### config.mk
export PLATFORM = sky130hd
export DESIGN_NAME = sha_mem_engine
export DESIGN_NICKNAME = d
export VERILOG_FILES = /design/src/rtl/sha_eng_pkg.sv /design/src/rtl/sha_eng_regs.sv /design/src/rtl/sha_eng_sched.sv /design/src/rtl/sha_eng_round.sv /design/src/rtl/sha_mem_engine.sv
export SDC_FILE = /design/constraint.sdc
export NUM_CORES = 2
export LEC_CHECK = 0
export CORE_ASPECT_RATIO = 1.75
export CORE_MARGIN = 3
export CORE_UTILIZATION = 50
export DETAILED_ROUTE_END_ITERATION = 16
export PLACE_DENSITY = 0.78
export SLEW_MARGIN = 25
export SYNTH_ARGS = -nofsm -noshare
export SYNTH_HDL_FRONTEND = slang
export SYNTH_SLANG_ARGS = --single-unit
### constraint.sdc
create_clock -name clk -period 13.4 [get_ports clk]
set_clock_uncertainty 0.1 [all_clocks]
set_input_delay 2.68 -clock clk [delete_from_list [all_inputs] [get_ports clk]]
set_output_delay 2.68 -clock clk [all_outputs]
set_load 0.02 [all_outputs]
### src/rtl/sha_eng_pkg.sv
package sha_eng_pkg;
    localparam int WORD_W     = 32;
    localparam int N_HWORDS   = 8;
    localparam int N_WWORDS   = 16;
    localparam int N_ROUNDS   = 64;
    localparam int H_WORD_OFS = 24;

    typedef logic [WORD_W-1:0] word_t;
    typedef word_t [N_HWORDS-1:0] hvec_t;

    typedef enum logic [1:0] {ST_IDLE, ST_FETCH, ST_ROUND, ST_WBACK} eng_state_e;

    typedef struct packed {
        logic       valid;
        logic [4:0] idx;
    } rd_tag_t;

    function automatic word_t rotr(word_t x, int n);
        return (x >> n) | (x << (WORD_W - n));
    endfunction

    function automatic word_t big_s0(word_t x);
        return rotr(x, 2) ^ rotr(x, 13) ^ rotr(x, 22);
    endfunction

    function automatic word_t big_s1(word_t x);
        return rotr(x, 6) ^ rotr(x, 11) ^ rotr(x, 25);
    endfunction

    function automatic word_t small_s0(word_t x);
        return rotr(x, 7) ^ rotr(x, 18) ^ (x >> 3);
    endfunction

    function automatic word_t small_s1(word_t x);
        return rotr(x, 17) ^ rotr(x, 19) ^ (x >> 10);
    endfunction

    function automatic word_t choose(word_t e, word_t f, word_t g);
        return (e & f) ^ (~e & g);
    endfunction

    function automatic word_t majority(word_t a, word_t b, word_t c);
        return (a & b) ^ (a & c) ^ (b & c);
    endfunction
endpackage

### src/rtl/sha_eng_regs.sv
module sha_eng_regs #(
    parameter int SEL_W  = 2,
    parameter int DATA_W = 8,
    parameter int BASE_W = 6
) (
    input  logic              clk,
    input  logic              rst,
    input  logic              wr_en,
    input  logic [SEL_W-1:0]  wr_sel,
    input  logic [DATA_W-1:0] wr_data,
    input  logic [SEL_W-1:0]  rd_sel,
    output logic [DATA_W-1:0] rd_data,
    input  logic              busy,
    output logic              start_req,
    output logic [BASE_W-1:0] base_w,
    output logic [BASE_W-1:0] base_k
);
    localparam int LOW_W     = DATA_W - BASE_W;
    localparam int START_BIT = 1;
    localparam int BUSY_BIT  = 0;
    localparam logic [SEL_W-1:0] SEL_CTRL = SEL_W'(0);
    localparam logic [SEL_W-1:0] SEL_WH   = SEL_W'(1);
    localparam logic [SEL_W-1:0] SEL_K    = SEL_W'(2);

    logic unused_low;
    assign unused_low = wr_data[BUSY_BIT];

    // start only from idle
    assign start_req = wr_en && !busy && (wr_sel == SEL_CTRL) && wr_data[START_BIT];

    always_ff @(posedge clk) begin
        if (rst) begin
            base_w <= '0;
            base_k <= '0;
        end else if (wr_en && !busy) begin
            if (wr_sel == SEL_WH) base_w <= wr_data[DATA_W-1:LOW_W];
            if (wr_sel == SEL_K)  base_k <= wr_data[DATA_W-1:LOW_W];
        end
    end

    always_comb begin
        rd_data = '0;
        case (rd_sel)
            SEL_CTRL: begin
                rd_data[START_BIT] = busy;
                rd_data[BUSY_BIT]  = busy;
            end
            SEL_WH:  rd_data = {base_w, {LOW_W{1'b0}}};
            SEL_K:   rd_data = {base_k, {LOW_W{1'b0}}};
            default: rd_data = '0;
        endcase
    end

    // base registers frozen while the engine runs
    p_base_frozen_r8: assert property (@(posedge clk) disable iff (rst)
        $past(busy) |-> ($stable(base_w) && $stable(base_k)));
endmodule

### src/rtl/sha_eng_sched.sv
module sha_eng_sched
    import sha_eng_pkg::*;
(
    input  logic  clk,
    input  logic  push,
    input  logic  shift,
    input  word_t din,
    output word_t w_cur
);
    word_t win [N_WWORDS];
    word_t w_next;
    word_t tail;

    // W[t+16] from W[t+14], W[t+9], W[t+1], W[t]
    assign w_next = small_s1(win[N_WWORDS-2]) + win[N_WWORDS-7]
                  + small_s0(win[1]) + win[0];
    assign tail   = push ? din : w_next;
    assign w_cur  = win[0];

    always_ff @(posedge clk) begin
        if (push || shift) begin
            for (int i = 0; i < N_WWORDS - 1; i++) win[i] <= win[i+1];
            win[N_WWORDS-1] <= tail;
        end
    end
endmodule

### src/rtl/sha_eng_round.sv
module sha_eng_round
    import sha_eng_pkg::*;
(
    input  hvec_t cur,
    input  word_t k,
    input  word_t w,
    output hvec_t nxt
);
    word_t t1, t2;

    always_comb begin
        t1 = cur[7] + big_s1(cur[4]) + choose(cur[4], cur[5], cur[6]) + k + w;
        t2 = big_s0(cur[0]) + majority(cur[0], cur[1], cur[2]);
        nxt[0] = t1 + t2;
        nxt[1] = cur[0];
        nxt[2] = cur[1];
        nxt[3] = cur[2];
        nxt[4] = cur[3] + t1;
        nxt[5] = cur[4];
        nxt[6] = cur[5];
        nxt[7] = cur[6];
    end
endmodule

### src/rtl/sha_mem_engine.sv
module sha_mem_engine
    import sha_eng_pkg::*;
#(
    parameter int ADDR_W = 12,
    parameter int BASE_W = 6,
    parameter int SEL_W  = 2,
    parameter int DATA_W = 8
) (
    input  logic              clk,
    input  logic              rst,
    input  logic              reg_wr_en,
    input  logic [SEL_W-1:0]  reg_wr_sel,
    input  logic [DATA_W-1:0] reg_wr_data,
    input  logic [SEL_W-1:0]  reg_rd_sel,
    output logic [DATA_W-1:0] reg_rd_data,
    output logic              busy,
    output logic              ram_en,
    output logic              ram_we,
    output logic [ADDR_W-1:0] ram_addr,
    output logic [31:0]       ram_wdata,
    input  logic [31:0]       ram_rdata
);
    localparam int OFS_W = ADDR_W - BASE_W;
    localparam int CNT_W = 7;
    localparam int IDX_W = 5;
    localparam logic [CNT_W-1:0] FETCH_LAST = CNT_W'(N_WWORDS + N_HWORDS);
    localparam logic [CNT_W-1:0] W_END      = CNT_W'(N_WWORDS);
    localparam logic [CNT_W-1:0] ROUND_LAST = CNT_W'(N_ROUNDS - 1);
    localparam logic [CNT_W-1:0] WB_LAST    = CNT_W'(N_HWORDS - 1);
    localparam logic [IDX_W-1:0] IDX_W_END  = IDX_W'(N_WWORDS);
    localparam logic [ADDR_W-1:0] H_OFS     = ADDR_W'(H_WORD_OFS);

    eng_state_e        st;
    logic [CNT_W-1:0]  cnt;
    rd_tag_t           tag;
    hvec_t             hst, work, nxt;
    word_t             w_cur;
    logic              start_req;
    logic [BASE_W-1:0] base_w, base_k;
    logic [ADDR_W-1:0] w_area, k_area;

    assign busy   = (st != ST_IDLE);
    assign w_area = {base_w, {OFS_W{1'b0}}};
    assign k_area = {base_k, {OFS_W{1'b0}}};

    sha_eng_regs #(.SEL_W(SEL_W), .DATA_W(DATA_W), .BASE_W(BASE_W)) u_regs (
        .clk(clk), .rst(rst), .wr_en(reg_wr_en), .wr_sel(reg_wr_sel),
        .wr_data(reg_wr_data), .rd_sel(reg_rd_sel), .rd_data(reg_rd_data),
        .busy(busy), .start_req(start_req), .base_w(base_w), .base_k(base_k)
    );

    sha_eng_sched u_sched (
        .clk(clk),
        .push(tag.valid && (tag.idx < IDX_W_END)),
        .shift(st == ST_ROUND),
        .din(ram_rdata),
        .w_cur(w_cur)
    );

    sha_eng_round u_round (.cur(work), .k(ram_rdata), .w(w_cur), .nxt(nxt));

    // RAM port sequencing: reads are one cycle ahead of their use
    always_comb begin
        ram_en    = 1'b0;
        ram_we    = 1'b0;
        ram_addr  = w_area;
        ram_wdata = hst[cnt[2:0]];
        case (st)
            ST_FETCH: begin
                ram_en = 1'b1;
                if (cnt < W_END)
                    ram_addr = w_area + ADDR_W'(cnt);
                else if (cnt < FETCH_LAST)
                    ram_addr = w_area + H_OFS + ADDR_W'(cnt - W_END);
                else
                    ram_addr = k_area;
            end
            ST_ROUND: begin
                ram_en   = (cnt != ROUND_LAST);
                ram_addr = k_area + ADDR_W'(cnt) + ADDR_W'(1);
            end
            ST_WBACK: begin
                ram_en   = 1'b1;
                ram_we   = 1'b1;
                ram_addr = w_area + H_OFS + ADDR_W'(cnt);
            end
            default: ;
        endcase
    end

    always_ff @(posedge clk) begin
        if (rst) begin
            st  <= ST_IDLE;
            cnt <= '0;
            tag <= '0;
        end else begin
            tag <= '{valid: (st == ST_FETCH) && (cnt < FETCH_LAST), idx: cnt[IDX_W-1:0]};
            case (st)
                ST_IDLE: if (start_req) begin
                    st  <= ST_FETCH;
                    cnt <= '0;
                end
                ST_FETCH: if (cnt == FETCH_LAST) begin
                    st  <= ST_ROUND;
                    cnt <= '0;
                end else cnt <= cnt + CNT_W'(1);
                ST_ROUND: if (cnt == ROUND_LAST) begin
                    st  <= ST_WBACK;
                    cnt <= '0;
                end else cnt <= cnt + CNT_W'(1);
                ST_WBACK: if (cnt == WB_LAST) begin
                    st  <= ST_IDLE;
                    cnt <= '0;
                end else cnt <= cnt + CNT_W'(1);
                default: st <= ST_IDLE;
            endcase
        end
    end

    always_ff @(posedge clk) begin
        if (tag.valid && (tag.idx >= IDX_W_END)) begin
            hst[tag.idx[2:0]]  <= ram_rdata;
            work[tag.idx[2:0]] <= ram_rdata;
        end
        if (st == ST_ROUND) begin
            work <= nxt;
            if (cnt == ROUND_LAST)
                for (int i = 0; i < N_HWORDS; i++) hst[i] <= hst[i] + nxt[i];
        end
    end

    // no RAM traffic outside a compression
    p_idle_quiet_r6: assert property (@(posedge clk) disable iff (rst)
        !busy |-> !ram_en);

    // writes land only on the state words of the active region
    p_wb_target_r5: assert property (@(posedge clk) disable iff (rst)
        (ram_en && ram_we) |-> ((ram_addr - w_area) >= H_OFS &&
                                (ram_addr - w_area) < H_OFS + ADDR_W'(N_HWORDS)));

    // a compression begins only on a start request
    p_start_idle_r2: assert property (@(posedge clk) disable iff (rst)
        $rose(busy) |-> $past(start_req));

    // the cycle after the last fetch read, the port reads constants
    p_kfetch_r4: assert property (@(posedge clk) disable iff (rst)
        ($past(st) == ST_FETCH && st == ST_ROUND) |-> (ram_en && !ram_we));
endmodule

# Word level (Yosys, flattened, before mapping)

Memories as Yosys holds them, arrays and structs flattened.
Cells that the tools add are included.

Flip-flop bits (word level): 539
Memory bits (writable): 512
Output and inout port bits: 55
Memories: 1
Word-level logic and storage cells: 147

Memory list:

| name        | words | bits a word | rd ports | clocked after Yosys merged registers in | write ports | RTL line            | text |
|---|---|---|---|---|---|---|---|
| u_sched.win | 16    | 32          | 16       | 0                                       | 16          | sha_eng_sched.sv:10 | `word_t win [N_WWORDS];` |

Bitwise logic cells: 27
Order comparisons: 7
Muxes and demuxes: 31
Add/sub/neg operators: 26
Reduce and logical (&&, ||, !) cells: 18
Equal/unequal tests: 15

Operators by type and width:

| cell             | count |
|---|---|
| $mux 256         | 5 |
| $add 32x32->32   | 18 |
| $bwmux 256       | 2 |
| $xor 32x32->32   | 9 |
| $and 32x32->32   | 5 |
| $bmux 32 s3      | 1 |
| $demux 32 s3     | 1 |
| $mux 32          | 3 |
| $add 12x7->12    | 3 |
| $pmux 12 s3      | 1 |
| $not 32->32      | 1 |
| $or 10x32->32    | 1 |
| $or 13x32->32    | 1 |
| $or 14x32->32    | 1 |
| $or 15x32->32    | 1 |
| $or 19x32->32    | 1 |
| $or 21x32->32    | 1 |
| $or 25x32->32    | 1 |
| $or 26x32->32    | 1 |
| $or 30x32->32    | 1 |
| $or 7x32->32     | 1 |
| $xor 32x22->32   | 1 |
| $xor 32x29->32   | 1 |
| $mux 7           | 4 |
| 33 further kinds | 59 |

# Logic depth before layout (Yosys ltp)

Depth after elaboration: 11
Gate-level depth with buffers: 42
Depth with buffers taken out: 41

# Hierarchy

Synthesis repeated with hierarchy kept, for this count alone.

Cell total of the unflattened synthesis: 6,773
Area total of the unflattened synthesis: 69,447.9 um2

Modules (own cells, without submodules):

| module         | area each (um2) | cells an instance | times used | sequential area each (um2) |
|---|---|---|---|---|
| sha_mem_engine | 37,553.5        | 4,274             | 1          | 13,092.6 |
| sha_eng_sched  | 20,261.9        | 1,144             | 1          | 15,374.7 |
| sha_eng_round  | 10,936.7        | 1,285             | 1          | 0.0 |
| sha_eng_regs   | 695.7           | 70                | 1          | 240.2 |

# Least setup slack after synthesis

OpenSTA, ideal clock, no wires.

Kind: reg-to-reg
Start point: reg st[0]
End point: mem u_sched.win[0][0] (netlist bit) (enable)
Required time: 9.658 ns
Buffers on the path: 1
Arrival: 9.277 ns
Library setup time: 3.642 ns
Cell stages (with the launch flop): 6
Slack: 0.381 ns
Path through: dfxtp_1 > inv_1 > ha_1 > inv_2 > clkbuf_1 > nand2_1

RTL lines:

| what                   | RTL line              | text |
|---|---|---|
| start, declared        | sha_mem_engine.sv:33  | `eng_state_e st;` |
| start signal, assigned | sha_mem_engine.sv:93  | `st <= ST_IDLE;` |
| start signal, assigned | sha_mem_engine.sv:100 | `st <= ST_FETCH;` |
| start signal, assigned | sha_mem_engine.sv:104 | `st <= ST_ROUND;` |
| end, declared          | sha_eng_sched.sv:10   |  |

# Final worst setup path

Start point: in ram_rdata[2]
End point: reg hst[31] (netlist bit)

Cells in the longest elaborated chain, start to end: 6

RTL lines:

| what                          | RTL line              | text |
|---|---|---|
| start, declared               | sha_mem_engine.sv:21  | `input logic [31:0] ram_rdata` |
| $add 32x32->32 (2 in series)  | sha_eng_round.sv:12   | `t1 = cur[7] + big_s1(cur[4]) + choose(cur[4], cur[5], cur[6]) + k + w;` |
| $add 32x32->32                | sha_eng_round.sv:14   | `nxt[0] = t1 + t2;` |
| $add 32x32->32                | sha_mem_engine.sv:128 | `for (int i = 0; i < N_HWORDS; i++) hst[i] <= hst[i] + nxt[i];` |
| $mux 256                      | sha_mem_engine.sv:127 | `if (cnt == ROUND_LAST)` |
| $mux 256                      | sha_mem_engine.sv:125 | `if (st == ST_ROUND) begin` |
| end signal, assigned by index | sha_mem_engine.sv:122 | `hst[tag.idx[2:0]] <= ram_rdata;` |
| end, declared                 | sha_mem_engine.sv:36  | `hvec_t hst, work, nxt;` |

Every way passes these cells.
A chain may end at the register's enable or synchronous reset.

==> implementation parameters <==
Parameter                              Value

Status
  Outcome    finished clean

Worst setup path
  Data arrival time of the critical path    12.89 ns
  Worst setup path class    in -> reg
  Worst path max stage delay    0.54 ns
  Largest fanout on the critical path    4
  Cell occurring most often along the worst timing path    a21o_1
  Category of the worst setup path capture point    flip-flop
  Cell type of the slowest stage on the worst timing path    fa_1
  Required time at the worst-slack endpoint    13.96 ns
  Type of origin of the critical path    input pin

Synthesis
  Prevailing post-synth register cell    edfxtp_1
  Largest cells by area after synthesis    edfxtp_1, dfxtp_1, ha_1
  Synthesized-area fraction occupied by adder cells    14.0%
  Synthesized instance count    6151
  Synth Area in Compound Gates    14.9%
  Post-synth net total    6796
  Fraction of synthesized area in multiplexers    7.01%
  Main combinational cell family by area after synthesis    compound AO/OA/AOI/OAI gates
  Share of flip-flops with an asynchronous set or reset after synthesis    0%
  Post-synthesis share of cell area spent on and, or, nand and nor gates    8.62%
  XOR/XNOR Fraction of Synth Area    7.83%
  Synthesis-stage register bit count    1050
  Number of warnings printed during yosys synthesis    0
  Number of enable-type register cells in the synthesized netlist    768
  Mean area per synthesized cell    10.6 um2
  Post-synth design cell area    65300 um2
  Dominant cell type by area after synthesis    edfxtp_1
  Count of distinct cell types in the synthesized netlist    85
  Sequential element share of the synthesized area    44.0%
  Share of Yosys cell area claimed by the top area cell type    35.3%

STA
  Max Transition Viols Final    0
  Hold Vio Cnt, Final    0
  Setup repair after global routing missed its margin    false
  Total negative slack for setup checks    0 ns
  Share of the cycle needed by the critical path after routing    92.0%
  Final setup violation count    0
  Worst slew slack as a fraction of its limit    26.7%
  Transition time at the pin with the least slew margin    1.10 ns
  Post-layout minimum cycle time    12.33 ns
  Highest achievable clock rate    81.1 MHz

Clocking
  CTS Buf Count    98
  Post-CTS setup-driven buffer insertion count    0
  H-tree lvl count    3
  Clock-pin slew reported for the worst setup and hold paths after clock tree synthesis    0.07 ns
  Total of cells resized after clock tree synthesis    0
  Worst skew pair latency    0.73 ns
  Clock Path Buffers    3
  Sink Count    1050
  Hold bufs inserted after CTS    0
  Clock tree from TritonCTS    done
  Root buf cell    clkbuf_16

Detailed routing
  Violation count after the first detailed-routing iteration    4094
  Total number of vias    48700
  Antenna-violating nets left    0
  Average detailed-routed wire length per instance    25.8 um
  Number of search-and-repair iterations in the first detailed-routing pass    6
  Residual DRC    0
  WL final    204000 um
  Number of vias per cell after detailed routing    6.15

Global route
  Pin count of the biggest net entering global routing    196
  Residual overflow from global routing    0
  GRT Overall Usage    29.9%
  Antenna violations before repair    8
  Vias in the first global route    49200
  First-pass GRT wire length    300000 um

Floorplanning
  Initial standard-cell utilization of the core    50.6%
  Ports    102
  Placeable core region    129000 um2
  Width of the die    279 um
  Vertical die dimension    484 um
  # rows    174
  DIE AREA    135000 um2

Layout
  Sequential cell area    28700 um2
  Proportion of layout cells with a drive suffix above 1    7.11%
  Fill cell count    10900
  Final nets    6807
  Post-Route Utilization    55.4%
  Combined area of the multi-input logic cells    34300 um2
  Area growth from synthesis to final layout    9.59%

Flow run
  Number of violations of the max-capacitance limit    0

Placement
  Last weighted congestion value of the routability-driven placer    0.997
  Half-perimeter wire length after placement    157000 um
  Port Buffer Count    100

Hold path
  Kind of path behind the tightest hold check    reg -> reg
path summary, 6_finish.rpt:
check | from | slack [ns] | cells after the start | endpoint
max | ram_rdata[2] | 1.07 | 43 | hst[31]
min | u_sched.win[2][105] | 0.29 | 0 | u_sched.win[2][73]
max reg2reg | work[155] | 2.93 | 41 | hst[31]
min reg2reg | u_sched.win[2][105] | 0.29 | 0 | u_sched.win[2][73]
critical path, delay by kind of cell:
| kind | cells | cell delay [ns] |
|---|---|---|
| adders and majority gates | 7 | 2.89 |
| and+or+nand+nor | 4 | 0.38 |
| AOI/OAI and AO/OA | 23 | 5.15 |
| buffers and inverters | 6 | 1.00 |
| xor gates and xnor gates | 3 | 0.80 |
layout make-up:
cell class,instances,area share (%)
inverters,351,1.84
flip-flops and latches,1050,40.1
well taps,1672,2.92
repair buffers,203,2.54
diodes,1,0.00350
clock inverters,63,0.953
multi-input cells,4458,48.0
clock buffers,118,3.62
metrics by stage:
stage          hold WS (ns)  cell area, um2  instances  setup slack (ns)
2_1_floorplan         0.300           65300       6151             0.381
4_1_cts               0.294           71500       7915              1.19
3_5_place_dp          0.305           68300       7734             0.430
6_report              0.293           71500       7916              1.07
5_1_grt               0.298           71500       7915             0.489
3_3_place_gp          0.300           68300       7734             0.453
cells in the final DEF, fill, tap and decap left out, drive strengths merged, types with 12 or more instances in the layout:
cell / netlist / layout
clkbuf: 257 / 118
clkinvlp: 0 / 12
o21ai: 685 / 685
mux2: 65 / 65
mux4: 64 / 64
nand4: 30 / 30
inv: 351 / 359
a211oi: 41 / 41
maj3: 19 / 19
ha: 403 / 403
buf: 35 / 104
dfxtp: 282 / 282
o22ai: 17 / 17
and2: 21 / 21
nand2: 645 / 645
nand3: 60 / 60
edfxtp: 768 / 768
fa: 195 / 195
a21oi: 380 / 380
nor2: 242 / 242
a31o: 18 / 18
o31ai: 24 / 24
or3: 27 / 27
o21bai: 46 / 46
o21a: 50 / 50
xnor2: 433 / 433
nor2b: 66 / 66
mux2i: 240 / 240
o211ai: 17 / 17
xor2: 145 / 145
nor3: 47 / 47
clkdlybuf4s50: 0 / 99
and3: 28 / 28
a21o: 192 / 192
nand2b: 52 / 52
a22oi: 13 / 13
clkinv: 0 / 33
a31oi: 32 / 32
layer usage:
layer	wire length (um)	GRT usage, %
met1	69200	31.8
met2	103000	53.1
met3	12000	3.70
met4	20300	24.3
met5	0	0
state kept, by name, summed over array words and instances, names as in the netlist:
name	flops
u_regs.base_w	6
st	2
hst	256
u_regs.base_k	6
tag	5
u_sched.win	512
work	256
cnt	7
logic make-up (layout without fill, tap and decap cells):
logic type | Yosys count | count (layout)
AO/OA/AOI/OAI | 1625 | 1625
XOR/XNOR | 580 | 580
adder cells (fa/ha/maj) | 617 | 617
buffers and inverters | 643 | 735
flip-flops | 1050 | 1050
multiplexers | 369 | 369
other | 0 | 1
AND/OR/NAND/NOR | 1267 | 1267
synthesized netlist by cell type (all sizes together), types with 19 or more instances:
cell type / count
nor3: 47
o21bai: 46
ha: 403
inv: 351
nand2: 645
clkbuf: 257
nor2: 242
edfxtp: 768
o21ai: 685
a21o: 192
nor2b: 66
fa: 195
a21oi: 380
xnor2: 433
or3: 27
nand3: 60
and2: 21
o21a: 50
buf: 35
a211oi: 41
dfxtp: 282
a31oi: 32
and3: 28
mux4: 64
maj3: 19
o31ai: 24
xor2: 145
nand4: 30
nand2b: 52
mux2i: 240
mux2: 65
Power is left out: the tool's default activity adds up to more than one toggle a clock period on the data nets, which glitch-free logic cannot reach.
